[src/rtl/dir_pkg.sv]
package dir_pkg;

    typedef enum logic [1:0] {
        DS_U  = 2'd0,
        DS_S  = 2'd1,
        DS_EM = 2'd2
    } dstate_e;

    typedef enum logic [1:0] {
        RK_DATA   = 2'd0,
        RK_NODATA = 2'd1,
        RK_NACK   = 2'd2
    } rkind_e;

    typedef enum logic [2:0] {
        F_IDLE     = 3'd0,
        F_LOOKUP   = 3'd1,
        F_ISSUE    = 3'd2,
        F_WAIT_INV = 3'd3,
        F_GRANT    = 3'd4,
        F_REFUSE   = 3'd5
    } fsm_e;

endpackage

[src/rtl/dir_table.sv]
module dir_table
    import dir_pkg::*;
#(
    parameter int NCACHE = 4,
    parameter int NBLK   = 8
) (
    input  logic                    clk,
    input  logic                    rst_n,
    input  logic [$clog2(NBLK)-1:0] rd_blk,
    output dstate_e                 rd_state,
    output logic [NCACHE-1:0]       rd_vec,
    input  logic                    wr_en,
    input  logic [$clog2(NBLK)-1:0] wr_blk,
    input  dstate_e                 wr_state,
    input  logic [NCACHE-1:0]       wr_vec
);
    localparam int BW = $clog2(NBLK);

    dstate_e           st_q  [NBLK];
    logic [NCACHE-1:0] vec_q [NBLK];

    for (genvar g = 0; g < NBLK; g++) begin : g_entry
        always_ff @(posedge clk) begin
            if (!rst_n) begin
                st_q[g]  <= DS_U;
                vec_q[g] <= '0;
            end else if (wr_en && wr_blk == BW'(g)) begin
                st_q[g]  <= wr_state;
                vec_q[g] <= wr_vec;
            end
        end
    end

    assign rd_state = st_q[rd_blk];
    assign rd_vec   = vec_q[rd_blk];


    em_single_holder_chk: assert property (@(posedge clk) disable iff (!rst_n)
        (wr_en && wr_state == DS_EM) |-> ($countones(wr_vec) == 1));

endmodule

[src/rtl/dir_busy.sv]
module dir_busy #(
    parameter int NBLK = 8
) (
    input  logic                    clk,
    input  logic                    rst_n,
    input  logic                    set_en,
    input  logic [$clog2(NBLK)-1:0] set_blk,
    input  logic                    clr_en,
    input  logic [$clog2(NBLK)-1:0] clr_blk,
    input  logic [$clog2(NBLK)-1:0] chk_blk,
    output logic                    chk_busy
);
    localparam int BW = $clog2(NBLK);

    logic [NBLK-1:0] busy_q;

    for (genvar g = 0; g < NBLK; g++) begin : g_flag
        always_ff @(posedge clk) begin
            if (!rst_n)
                busy_q[g] <= 1'b0;
            else if (set_en && set_blk == BW'(g))
                busy_q[g] <= 1'b1;
            else if (clr_en && clr_blk == BW'(g))
                busy_q[g] <= 1'b0;
        end
    end

    assign chk_busy = busy_q[chk_blk];


    busy_set_free_chk: assert property (@(posedge clk) disable iff (!rst_n)
        set_en |-> !busy_q[set_blk]);

endmodule

[src/rtl/dir_decide.sv]
module dir_decide
    import dir_pkg::*;
#(
    parameter int NCACHE = 4
) (
    input  logic                          excl,
    input  logic [$clog2(NCACHE)-1:0]     src,
    input  dstate_e                       cur_state,
    input  logic [NCACHE-1:0]             cur_vec,
    output logic                          need_fwd,
    output logic                          fwd_int,
    output logic [NCACHE-1:0]             fwd_mask,
    output logic [$clog2(NCACHE+1)-1:0]   inv_cnt,
    output logic                          rsp_now,
    output rkind_e                        rsp_kind,
    output rkind_e                        grant_kind,
    output dstate_e                       new_state,
    output logic [NCACHE-1:0]             new_vec
);
    localparam int PW = $clog2(NCACHE + 1);

    logic [NCACHE-1:0] self_bit;
    logic [NCACHE-1:0] others;
    logic              has_copy;

    assign self_bit = NCACHE'(1) << src;
    assign others   = cur_vec & ~self_bit;
    assign has_copy = cur_vec[src];
    assign inv_cnt  = PW'($countones(others));

    always_comb begin
        need_fwd   = 1'b0;
        fwd_int    = 1'b0;
        fwd_mask   = '0;
        rsp_now    = 1'b0;
        rsp_kind   = RK_DATA;
        grant_kind = RK_DATA;
        new_state  = DS_EM;
        new_vec    = self_bit;
        if (excl) begin
            if (cur_state != DS_U && others != '0) begin
                need_fwd   = 1'b1;
                fwd_mask   = others;
                grant_kind = (cur_state == DS_EM || has_copy) ? RK_NODATA : RK_DATA;
            end else begin
                rsp_now  = 1'b1;
                rsp_kind = (cur_state != DS_U && has_copy) ? RK_NODATA : RK_DATA;
            end
        end else begin
            unique case (cur_state)
                DS_S: begin
                    rsp_now   = 1'b1;
                    new_state = DS_S;
                    new_vec   = cur_vec | self_bit;
                end
                DS_EM: begin
                    if (others != '0) begin
                        need_fwd  = 1'b1;
                        fwd_int   = 1'b1;
                        fwd_mask  = others;
                        new_state = DS_S;
                        new_vec   = cur_vec | self_bit;
                    end else begin
                        rsp_now = 1'b1;
                    end
                end
                default: begin
                    rsp_now = 1'b1;
                end
            endcase
        end
    end

endmodule

[src/rtl/dir_home_ctrl.sv]
module dir_home_ctrl
    import dir_pkg::*;
#(
    parameter int NCACHE = 4,
    parameter int NBLK   = 8,
    parameter int OCC    = 10
) (
    input  logic                      clk,
    input  logic                      rst_n,
    input  logic                      req_valid,
    output logic                      req_ready,
    input  logic                      req_excl,
    input  logic [$clog2(NCACHE)-1:0] req_src,
    input  logic [$clog2(NBLK)-1:0]   req_blk,
    input  logic                      ack_valid,
    input  logic                      ack_fin,
    input  logic [$clog2(NCACHE)-1:0] ack_src,
    input  logic [$clog2(NBLK)-1:0]   ack_blk,
    output logic                      rsp_valid,
    output logic [1:0]                rsp_kind,
    output logic [$clog2(NCACHE)-1:0] rsp_dst,
    output logic [$clog2(NBLK)-1:0]   rsp_blk,
    output logic                      fwd_valid,
    output logic                      fwd_intv,
    output logic [NCACHE-1:0]         fwd_mask,
    output logic [$clog2(NCACHE)-1:0] fwd_req,
    output logic [$clog2(NBLK)-1:0]   fwd_blk
);
    localparam int IW = $clog2(NCACHE);
    localparam int BW = $clog2(NBLK);
    localparam int PW = $clog2(NCACHE + 1);
    localparam int OW = $clog2(OCC + 1);

    fsm_e            st_q, st_d;
    logic [OW-1:0]   occ_q;
    logic [OW-1:0]   lat_q;
    logic [PW-1:0]   pend_q;
    logic            cur_excl;
    logic [IW-1:0]   cur_src;
    logic [BW-1:0]   cur_blk;

    dstate_e           tb_state;
    logic [NCACHE-1:0] tb_vec;
    logic              busy_hit;

    logic              d_need_fwd, d_fwd_int, d_rsp_now;
    logic [NCACHE-1:0] d_fwd_mask, d_new_vec;
    logic [PW-1:0]     d_inv_cnt;
    rkind_e            d_rsp_kind, d_grant_kind;
    dstate_e           d_new_state;

    logic              need_inv, accept, inv_hit, upd_en;
    rkind_e            rk;

    dir_table #(.NCACHE(NCACHE), .NBLK(NBLK)) u_table (
        .clk(clk), .rst_n(rst_n),
        .rd_blk(cur_blk), .rd_state(tb_state), .rd_vec(tb_vec),
        .wr_en(upd_en), .wr_blk(cur_blk), .wr_state(d_new_state), .wr_vec(d_new_vec)
    );

    dir_busy #(.NBLK(NBLK)) u_busy (
        .clk(clk), .rst_n(rst_n),
        .set_en(upd_en), .set_blk(cur_blk),
        .clr_en(ack_valid && ack_fin), .clr_blk(ack_blk),
        .chk_blk(req_blk), .chk_busy(busy_hit)
    );

    dir_decide #(.NCACHE(NCACHE)) u_decide (
        .excl(cur_excl), .src(cur_src), .cur_state(tb_state), .cur_vec(tb_vec),
        .need_fwd(d_need_fwd), .fwd_int(d_fwd_int), .fwd_mask(d_fwd_mask),
        .inv_cnt(d_inv_cnt), .rsp_now(d_rsp_now), .rsp_kind(d_rsp_kind),
        .grant_kind(d_grant_kind), .new_state(d_new_state), .new_vec(d_new_vec)
    );

    assign need_inv = d_need_fwd && !d_fwd_int;
    assign accept   = (st_q == F_IDLE) && req_valid;
    assign inv_hit  = (st_q == F_WAIT_INV) && ack_valid && !ack_fin &&
                      (ack_blk == cur_blk) && d_fwd_mask[ack_src];
    assign upd_en   = ((st_q == F_ISSUE) && !need_inv) || (st_q == F_GRANT);

    // next-state logic
    always_comb begin
        st_d = st_q;
        unique case (st_q)
            F_IDLE:     if (req_valid) st_d = busy_hit ? F_REFUSE : F_LOOKUP;
            F_LOOKUP:   if (occ_q == '0) st_d = F_ISSUE;
            F_ISSUE:    st_d = need_inv ? F_WAIT_INV : F_IDLE;
            F_WAIT_INV: if (inv_hit && pend_q == PW'(1)) st_d = F_GRANT;
            F_GRANT:    st_d = F_IDLE;
            F_REFUSE:   st_d = F_IDLE;
            default:    st_d = F_IDLE;
        endcase
    end

    // state register and datapath registers
    always_ff @(posedge clk) begin
        if (!rst_n) begin
            st_q     <= F_IDLE;
            occ_q    <= '0;
            lat_q    <= '0;
            pend_q   <= '0;
            cur_excl <= 1'b0;
            cur_src  <= '0;
            cur_blk  <= '0;
        end else begin
            st_q <= st_d;
            if (accept) begin
                cur_excl <= req_excl;
                cur_src  <= req_src;
                cur_blk  <= req_blk;
                occ_q    <= OW'(OCC - 1);
                lat_q    <= '0;
            end
            if (st_q == F_LOOKUP) begin
                if (occ_q != '0) occ_q <= occ_q - OW'(1);
                lat_q <= lat_q + OW'(1);
            end
            if (st_q == F_ISSUE)
                pend_q <= d_inv_cnt;
            else if (inv_hit)
                pend_q <= pend_q - PW'(1);
        end
    end

    // outputs
    always_comb begin
        rsp_valid = 1'b0;
        rk        = RK_DATA;
        fwd_valid = 1'b0;
        fwd_intv  = 1'b0;
        fwd_mask  = '0;
        unique case (st_q)
            F_ISSUE: begin
                rsp_valid = d_rsp_now;
                rk        = d_rsp_kind;
                fwd_valid = d_need_fwd;
                fwd_intv  = d_fwd_int;
                fwd_mask  = d_fwd_mask;
            end
            F_GRANT: begin
                rsp_valid = 1'b1;
                rk        = d_grant_kind;
            end
            F_REFUSE: begin
                rsp_valid = 1'b1;
                rk        = RK_NACK;
            end
            default: ;
        endcase
    end

    assign req_ready = (st_q == F_IDLE);
    assign rsp_kind  = rk;
    assign rsp_dst   = cur_src;
    assign rsp_blk   = cur_blk;
    assign fwd_req   = cur_src;
    assign fwd_blk   = cur_blk;


    busy_after_accept_chk: assert property (@(posedge clk) disable iff (!rst_n)
        (req_valid && req_ready) |=> !req_ready);


    occupancy_len_chk: assert property (@(posedge clk) disable iff (!rst_n)
        (st_q == F_ISSUE) |-> (lat_q == OW'(OCC)));


    no_early_grant_chk: assert property (@(posedge clk) disable iff (!rst_n)
        (pend_q != '0 && st_q == F_WAIT_INV) |-> !rsp_valid);


    nack_busy_chk: assert property (@(posedge clk) disable iff (!rst_n)
        (rsp_valid && rsp_kind == 2'd2) |-> $past(busy_hit));


    int_single_chk: assert property (@(posedge clk) disable iff (!rst_n)
        (fwd_valid && fwd_intv) |-> ($countones(fwd_mask) == 1));


    inv_skips_req_chk: assert property (@(posedge clk) disable iff (!rst_n)
        (fwd_valid && !fwd_intv) |-> (!fwd_mask[fwd_req] && fwd_mask != '0));

endmodule

[config.mk]
export PLATFORM = sky130hd
export DESIGN_NAME = dir_home_ctrl
export DESIGN_NICKNAME = d
export VERILOG_FILES = /design/src/rtl/dir_pkg.sv /design/src/rtl/dir_table.sv /design/src/rtl/dir_busy.sv /design/src/rtl/dir_decide.sv /design/src/rtl/dir_home_ctrl.sv
export SDC_FILE = /design/constraint.sdc
export NUM_CORES = 1
export LEC_CHECK = 0
export ABC_AREA = 1
export CAP_MARGIN = 25
export CELL_PAD_IN_SITES_DETAIL_PLACEMENT = 1
export CELL_PAD_IN_SITES_GLOBAL_PLACEMENT = 1
export CORE_ASPECT_RATIO = 0.8
export CORE_UTILIZATION = 39
export CTS_CLUSTER_SIZE = 28
export DETAILED_ROUTE_END_ITERATION = 16
export HOLD_SLACK_MARGIN = 0.15
export PLACE_DENSITY_LB_ADDON = 0.1
export SLEW_MARGIN = 20
export SYNTH_ARGS = -nofsm -noshare
export SYNTH_HDL_FRONTEND = slang
export SYNTH_HIERARCHICAL = 1
export SYNTH_SLANG_ARGS = --single-unit
[constraint.sdc]
create_clock -name clk -period 3.3 [get_ports clk]
set_input_delay 0.33 -clock clk [delete_from_list [all_inputs] [get_ports clk]]
set_output_delay 0.33 -clock clk [all_outputs]
set_load 0.01 [all_outputs]
==> flow_summary.json, run 1 <==
{
  "async_reset_ff_share_pct": 0,
  "core.rowCount": 35,
  "final_ws_setup_ps": 238,
  "synth_top_area_cell": "sky130_fd_sc_hd__edfxtp_1",
  "tritoncts.num_buffers": 9,
  "critical_path_class": "flip-flop to output port",
  "setup.worst_path.end_class": "output port",
  "finalCoreUtilization_pct": 48.3,
  "postSynthCellCount": 643,
  "crit_fanout": 6,
  "rr_worst_depth": 21,
  "area_growth_syn_to_layout_pct": 19.8,
  "htree_num_levels": 3,
  "maxClockFrequency_mhz": 327,
  "finalNetCount": 720,
  "crit_path_cell_count": 16,
  "firstDrtPassIters": 4,
  "reg2reg_slack_ps": 300,
  "power.net_switching_mw": 2.29,
  "detailroute.via_count": 4197,
  "worstHoldPathType": "flip-flop to flip-flop",
  "top_usage_layer_grt": "met2",
  "die_h_um": 99.7,
  "max-slew-margin-rel_pct": 54.8,
  "critPathRequiredTime_ps": 2970,
  "tightest_slew_ps": 676,
  "detailedRoute.firstIterationViolations": 206,
  "path_cells": "buf_2, nand2_1, nand3_1, nand2_1, nand2_1, nand2_1, inv_1, nor2_2, inv_1, ha_2, nand3_4, nand2_4, o21a_1, nand2_1, nand3_1, clkdlybuf4s50_1",
  "yosysMostFrequentCell": "sky130_fd_sc_hd__nand2_1",
  "final_layout_size_suffix_gt1_share_pct": 14.4,
  "postSynthAreaPerCell_um2": 7.24,
  "globalRouteOverflowTotal": 0,
  "synthFlopType": "sky130_fd_sc_hd__edfxtp_1",
  "worst_setup_path_start_kind": "flip-flop",
  "tot_pwr_mw": 4.79,
  "drc_errors_left": 0,
  "arrival_time_reported_for_the_critical_path_endpoint_ps": 2730,
  "cts_root_buffer": "sky130_fd_sc_hd__clkbuf_16",
  "top_cells_by_area_synth": "sky130_fd_sc_hd__edfxtp_1, sky130_fd_sc_hd__nand2_1, sky130_fd_sc_hd__dfxtp_1, sky130_fd_sc_hd__inv_1, sky130_fd_sc_hd__nor2_1",
  "rr_startpoint": "fwd_blk[0]$_SDFFE_PN0P_",
  "cp_top_family": "buffers and inverters",
  "crit_path_max_incr_delay_ps": 540,
  "grtUsageTotal_pct": 23.6,
  "worst_skew_pair.late_latency_ps": 340,
  "gp_congestion": 0.816,
  "hold_viol": 0,
  "synth.top_cells.by_count": "sky130_fd_sc_hd__nand2_1, sky130_fd_sc_hd__inv_1, sky130_fd_sc_hd__nor2_1",
  "number_of_distinct_library_cells_after_synthesis": 37,
  "fill_cells": 1459,
  "detail-route-antenna-nets": 0,
  "min_delay_path_depth": 2,
  "power.sequential.fraction_pct": 25.3,
  "timing.critical_path.mode_cell": "sky130_fd_sc_hd__nand2_1",
  "total_number_of_yosys_warnings": 6,
  "detail_route.wl_per_cell_um": 16.1,
  "fp.dieArea_um2": 12400,
  "powerDensity_nw_per_um2": 859,
  "synth.cell_area_um2": 4660,
  "min_to": "u_busy/busy_q[6]$_SDFFE_PN0P_",
  "core_region_area_um2": 11600,
  "synth_top_area_share_pct": 31.0,
  "first_global_vias": 4220,
  "post-dp-hpwl_mm": 10.2,
  "pin_count_of_the_biggest_net_entering_global_routing": 25,
  "drt-vias-per-instance": 4.96,
  "number_of_buffer_cells_added_on_primary_ports": 35,
  "antenna-diode-count": 0,
  "min_period_over_period_pct": 92.8,
  "worst_hold_path_startpoint": "u_busy/busy_q[6]$_SDFFE_PN0P_",
  "internal-power_mw": 2.50,
  "clk_pin_slew_ps": 60,
  "met3_usage_pct": 4.07,
  "synth_edf_count": 48,
  "tritoncts": "done",
  "period_needed_ps": 3060,
  "p_leak_nw": 2.62,
  "globalRouteMet2Util_pct": 36.6,
  "post-place-ws_ps": 46.0,
  "irDropWorstVdd_mv": 0.349,
  "critical-path-slowest-cell": "sky130_fd_sc_hd__clkdlybuf4s50_1",
  "seq_total_area_yosys_pct": 41.3,
  "antenna_violations_before_repair": 0,
  "clock-skew-final_ps": 7.37,
  "r2r_path_end": "u_table/vec_q[1][2]$_SDFFCE_PN0P_",
  "cp.buffers_inverters": 4,
  "detail_route.wirelength_mm": 13.6,
  "ctsLongestPathBuffers": 2,
  "grt_use_met1_pct": 33.9,
  "fraction_of_power_consumed_by_combinational_cells_pct": 55.2,
  "die_w_um": 124,
  "cts_num_sinks": 72,
  "p_sw_share_pct": 47.9,
  "boundaryPins": 36,
  "first_pass_grt_wire_length_mm": 21.8,
  "status": "finished, final reports clean",
  "max_cap_violations": 0,
  "number_of_register_bits_inferred_by_synthesis": 72,
  "clock_power_share_pct": 19.6,
  "starting_density_pct": 40.3,
  "drv_slew": 0,
  "setup-violations-final": 0
}
worst max-delay path by stage:
stage / from / to / slack (ps)
3_5_place_dp: fwd_blk[0]$_SDFFE_PN0P_ / u_table/vec_q[2][0]$_SDFFCE_PN0P_ / 50
5_1_grt: fwd_blk[0]$_SDFFE_PN0P_ / u_table/vec_q[1][3]$_SDFFCE_PN0P_ / -10
2_1_floorplan: fwd_blk[0]$_SDFFE_PN0P_ / u_table/st_q[7][0]$_SDFFCE_PN0P_ / 50
4_1_cts: fwd_blk[0]$_SDFFE_PN0P_ / fwd_mask[2] / 0.8
3_3_place_gp: fwd_blk[0]$_SDFFE_PN0P_ / u_table/vec_q[1][3]$_SDFFCE_PN0P_ / 180
6_report: fwd_blk[0]$_SDFFE_PN0P_ / rsp_valid / 240
flip-flops by register name, summed over array words and instances (netlist names):
signal / cells
fwd_blk: 3
st_q: 3
u_busy/busy_q: 8
fwd_req: 2
cur_excl: 1
u_table/vec_q: 32
u_table/st_q: 16
occ_q: 4
pend_q: 3
per-stage QoR:
step	TNS [ps]	instances	instance area, µm²	hold WS, ps
floorplan	0	644	4660	439
global placement	0	823	5160	453
detailed placement	0	823	5160	462
CTS	0	839	5450	472
global route	-130	847	5580	486
finish	0	847	5580	463
worst reg2reg max path: cells and delay by family (launching register included):
| family | cells | cell delay (ps) |
|---|---|---|
| and+or+nand+nor | 12 | 1090 |
| DFF | 1 | 420 |
| buffers and inverters | 6 | 720 |
| AOI/OAI and AO/OA | 2 | 240 |
| adders and majority gates | 1 | 210 |
repair_timing:
item,4_1_cts,5_1_grt
setup endpoints to repair,9,62
resized for setup,5,21
hold buffers,0,0
setup buffers,0,7
pin swaps,0,1
cells by family (layout without fill, tap and decap cells):
logic type	count (synthesis)	after routing	share of synthesized area, %
buffers and inverters	149	204	13.9
adder cells (fa/ha/maj)	10	10	2.85
AO/OA/AOI/OAI	46	46	5.29
flip-flops	72	72	41.3
AND/OR/NAND/NOR	364	364	36.4
XOR/XNOR	1	1	0.188
other	1	2	0.0805
layout by cell type, fill, tap and decap left out, types with 2 or more instances in the layout:
cell type	instances
sky130_fd_sc_hd__nand2_1	175
sky130_fd_sc_hd__inv_1	117
sky130_fd_sc_hd__nor2_1	80
sky130_fd_sc_hd__nand3_1	54
sky130_fd_sc_hd__edfxtp_1	48
sky130_fd_sc_hd__clkdlybuf4s50_1	28
sky130_fd_sc_hd__a21oi_1	24
sky130_fd_sc_hd__dfxtp_1	22
sky130_fd_sc_hd__buf_4	19
sky130_fd_sc_hd__nand2_2	16
sky130_fd_sc_hd__o21ai_0	13
sky130_fd_sc_hd__inv_2	9
sky130_fd_sc_hd__clkbuf_16	9
sky130_fd_sc_hd__ha_1	8
sky130_fd_sc_hd__nand3_4	8
sky130_fd_sc_hd__nor2_2	7
sky130_fd_sc_hd__dlymetal6s2s_1	6
sky130_fd_sc_hd__nand2_4	5
sky130_fd_sc_hd__nor3_1	5
sky130_fd_sc_hd__nand4_1	4
sky130_fd_sc_hd__clkinv_4	3
sky130_fd_sc_hd__nor2_4	3
sky130_fd_sc_hd__or2_4	2
sky130_fd_sc_hd__a21oi_2	2
sky130_fd_sc_hd__a31oi_1	2
sky130_fd_sc_hd__clkinvlp_4	2
sky130_fd_sc_hd__inv_4	2
sky130_fd_sc_hd__buf_6	2
sky130_fd_sc_hd__o21ai_1	2
sky130_fd_sc_hd__conb_1	2
cell type report:
type,count,area [µm²],share of cell area (%)
clock buffer,11,243,4.35
clock inverter,5,40.0,0.718
inverter,130,507,9.08
multi-input combinational,423,2130,38.1
sequential,72,1930,34.5
tap,148,185,3.32
timing repair buffer,58,549,9.85
power by group through the flow:
stage	sequential (mW)	combinational [mW]	clock, mW
detailed placement	1.23	2.53	0
floorplan	1.25	1.69	0
CTS	1.21	2.56	0.964
finish	1.21	2.64	0.937
global route	1.23	2.97	0.993
global placement	1.22	2.47	0
metal layers:
layer	vias to the layer above	wire length [µm]	share of wire [%]
met4	0	125	0.92
met5	-	0	0
met2	48	6230	46
li1	2087	-	-
met3	10	360	2.6
met1	2052	6900	51
No activity file was read; power rests on OpenSTA's default activity.
==> run 2, diff against run 1 <==
- CELL_PAD_IN_SITES_GLOBAL_PLACEMENT: 1 -> 2
- CORE_UTILIZATION: 39 -> 31
==> run 2 against run 1 <==
  * Via count down 3.1%
  * Critical endpoint unchanged
  * Critical path depth down 4
  * Core utilization down 9.8 points
  * Final cell count up 3.4%
  * Combinational power up 3%
  * Clock power down 2%
  * Clock skew up 1.0 ps
  * Worst hold slack worse by 2.8 ps
  * Register-to-register slack worse by 20 ps
  * Flip-flop and latch count unchanged
==> flow_summary.json, run 2 (synthesized netlist as in run 1, its figures left out) <==
{
  "worst_skew_pair.late_latency_ps": 350,
  "antenna_violations_before_repair": 0,
  "drc_errors_left": 0,
  "core.rowCount": 39,
  "clock-skew-final_ps": 8.40,
  "tot_pwr_mw": 4.86,
  "gp_congestion": 0.820,
  "post_layout_nonfiller_instances": 876,
  "detail_route.wl_per_cell_um": 16.1,
  "min_to": "u_busy/busy_q[5]$_SDFFE_PN0P_",
  "min_delay_path_depth": 2,
  "htree_num_levels": 3,
  "critical_path_class": "flip-flop to output port",
  "final_layout_setup_total_negative_slack_ps": 0,
  "arrival_time_reported_for_the_critical_path_endpoint_ps": 2830,
  "die_h_um": 112,
  "max-slew-margin-rel_pct": 62.5,
  "pin_count_of_the_biggest_net_entering_global_routing": 29,
  "registers.top_by_ff_count": "u_table/vec_q",
  "setup.worst_path.end_class": "output port",
  "crit_fanout": 7,
  "fill_cells": 1828,
  "clk_pin_slew_ps": 60,
  "maxClockFrequency_mhz": 317,
  "status": "finished, final reports clean",
  "detail_route.wirelength_mm": 14.1,
  "dpl.cell_count": 858,
  "rr_startpoint": "fwd_blk[1]$_SDFFE_PN0P_",
  "cts_root_buffer": "sky130_fd_sc_hd__clkbuf_16",
  "globalRouteOverflowTotal": 0,
  "irDropWorstVdd_mv": 0.354,
  "number_of_buffer_cells_added_on_primary_ports": 35,
  "cts_hold_repair.buffers": 0,
  "min_period_over_period_pct": 95.7,
  "detailedRoute.firstIterationViolations": 162,
  "critPathRequiredTime_ps": 2970,
  "drt-vias-per-instance": 4.64,
  "p_leak_nw": 2.57,
  "boundaryPins": 36,
  "detail-route-antenna-nets": 0,
  "cts_num_sinks": 72,
  "final_cell_mix": "sky130_fd_sc_hd__nand2_1, sky130_fd_sc_hd__inv_1, sky130_fd_sc_hd__nor2_1, sky130_fd_sc_hd__nand3_1, sky130_fd_sc_hd__edfxtp_1",
  "first_pass_grt_wire_length_mm": 23.1,
  "max_cap_violations": 0,
  "period_needed_ps": 3160,
  "first_global_vias": 4240,
  "core_region_area_um2": 14500,
  "finalNetCount": 713,
  "hold_ws_ps": 460,
  "tightest_slew_ps": 562,
  "worst_hold_path_startpoint": "u_busy/busy_q[5]$_SDFFE_PN0P_",
  "worst_setup_path_start_kind": "flip-flop",
  "tritoncts.num_buffers": 9,
  "area_growth_syn_to_layout_pct": 19.8,
  "ctsLongestPathBuffers": 2,
  "antenna-diode-count": 0,
  "grtUsageTotal_pct": 19.8,
  "die_w_um": 139,
  "rr_worst_depth": 17,
  "final_layout_size_suffix_gt1_share_pct": 13.2,
  "commonest_non_fill_non_tap_cell_in_the_layout": "sky130_fd_sc_hd__nand2_1",
  "post-dp-hpwl_mm": 10.7,
  "setup-violations-final": 0,
  "powerDensity_nw_per_um2": 871,
  "hold_viol": 0,
  "fp.dieArea_um2": 15500,
  "reg_top3": "u_table/vec_q x32, u_table/st_q x16, u_busy/busy_q x8",
  "flip_flop_count_of_the_largest_register_all_copies_and_words_added": 32,
  "reg2reg_slack_ps": 280,
  "drv_slew": 0,
  "r2r_path_end": "u_table/st_q[1][0]$_SDFFCE_PN0P_",
  "firstDrtPassIters": 6,
  "worstHoldPathType": "flip-flop to flip-flop",
  "detailroute.via_count": 4066,
  "starting_density_pct": 32.1,
  "tritoncts": "done"
}
## run 2: cell count changes in the layout (fill, tap and decap cells not counted), moves of 2 or more
cell / previous run / this run
sky130_fd_sc_hd__nand2_1: 175 / 182
sky130_fd_sc_hd__buf_6: 2 / 0
sky130_fd_sc_hd__a21oi_1: 24 / 22
sky130_fd_sc_hd__buf_4: 19 / 13
sky130_fd_sc_hd__inv_6: 1 / 3
sky130_fd_sc_hd__nand2_2: 16 / 10
## run 2: how the worst max path moves through the flow
stage / from / to / slack (ps)
after global placement: fwd_blk[1]$_SDFFE_PN0P_ / u_table/st_q[6][0]$_SDFFCE_PN0P_ / 260
after global routing: fwd_blk[1]$_SDFFE_PN0P_ / rsp_valid / -4
final: fwd_blk[1]$_SDFFE_PN0P_ / rsp_valid / 140
after floorplan: fwd_blk[0]$_SDFFE_PN0P_ / u_table/st_q[7][0]$_SDFFCE_PN0P_ / 50
after CTS: fwd_blk[0]$_SDFFE_PN0P_ / fwd_mask[2] / 10
after detailed placement: fwd_blk[1]$_SDFFE_PN0P_ / u_table/st_q[5][1]$_SDFFCE_PN0P_ / 140
## run 2: area by class of cell
cell class              instances  area (µm²)  share of cell area, %
clock buffers                  10         229                   4.11
clock inverters                 6        42.5                  0.763
inverters                     130         504                   9.04
multi-input cells             423        2140                   38.4
flip-flops and latches         72        1930                   34.6
well taps                     184         230                   4.13
repair buffers                 50         497                   8.91
repair inverters                1        5.00                 0.0897
## run 2: report_power, final
group          total, mW  switching, mW  internal, mW
logic               2.72           1.86         0.862
registers           1.22          0.109          1.11
clock network      0.920          0.409         0.512
total               4.86           2.38          2.48
## run 2: routing by layer
| metal | routed length, µm | part of all wire, % | track usage (%) | up-vias |
|---|---|---|---|---|
| met3 | 330 | 2.3 | 3.78 | 11 |
| met4 | 162 | 1.1 | 5.56 | 0 |
| met2 | 6340 | 45 | 31.4 | 36 |
| met5 | 0 | 0 | 0 | - |
| met1 | 7280 | 52 | 27.3 | 1951 |
| li1 | - | - | - | 2068 |
## run 2: metrics by stage
step	util [%]	setup WS, ps	instance area [µm²]
final	38.5	142	5580
after global routing	38.5	-3.90	5580
after CTS	38.0	9.87	5510
after detailed placement	35.9	141	5210
after global placement	35.9	263	5210
after floorplan	-	47.0	4660
## run 2: what timing repair did
item | 4_1_cts | 5_1_grt
buffers inserted | 0 | 1
gates cloned | 1 | 0
gates resized for setup | 8 | 17
endpoints found under the hold margin | 0 | 0
setup endpoints to repair | 8 | 56
## run 2: critical path, cell delays in order, from the launching register on
cell and delay (ps):
sky130_fd_sc_hd__dfxtp_4 410, sky130_fd_sc_hd__clkinvlp_2 280, sky130_fd_sc_hd__nand3_1 230, sky130_fd_sc_hd__nand2_1 70
sky130_fd_sc_hd__nand2_1 80, sky130_fd_sc_hd__nand2_1 100, sky130_fd_sc_hd__nand2_2 200, sky130_fd_sc_hd__nand3_4 140
sky130_fd_sc_hd__nand2_4 140, sky130_fd_sc_hd__o21a_1 170, sky130_fd_sc_hd__nand2_1 60, sky130_fd_sc_hd__nand3_1 60
sky130_fd_sc_hd__clkdlybuf4s50_1 530
==> run 3, diff against run 2 <==
- CAP_MARGIN: 25 -> unset
==> results of run 3 <==
Final layout, timing and power as in run 2 (identical DEF).
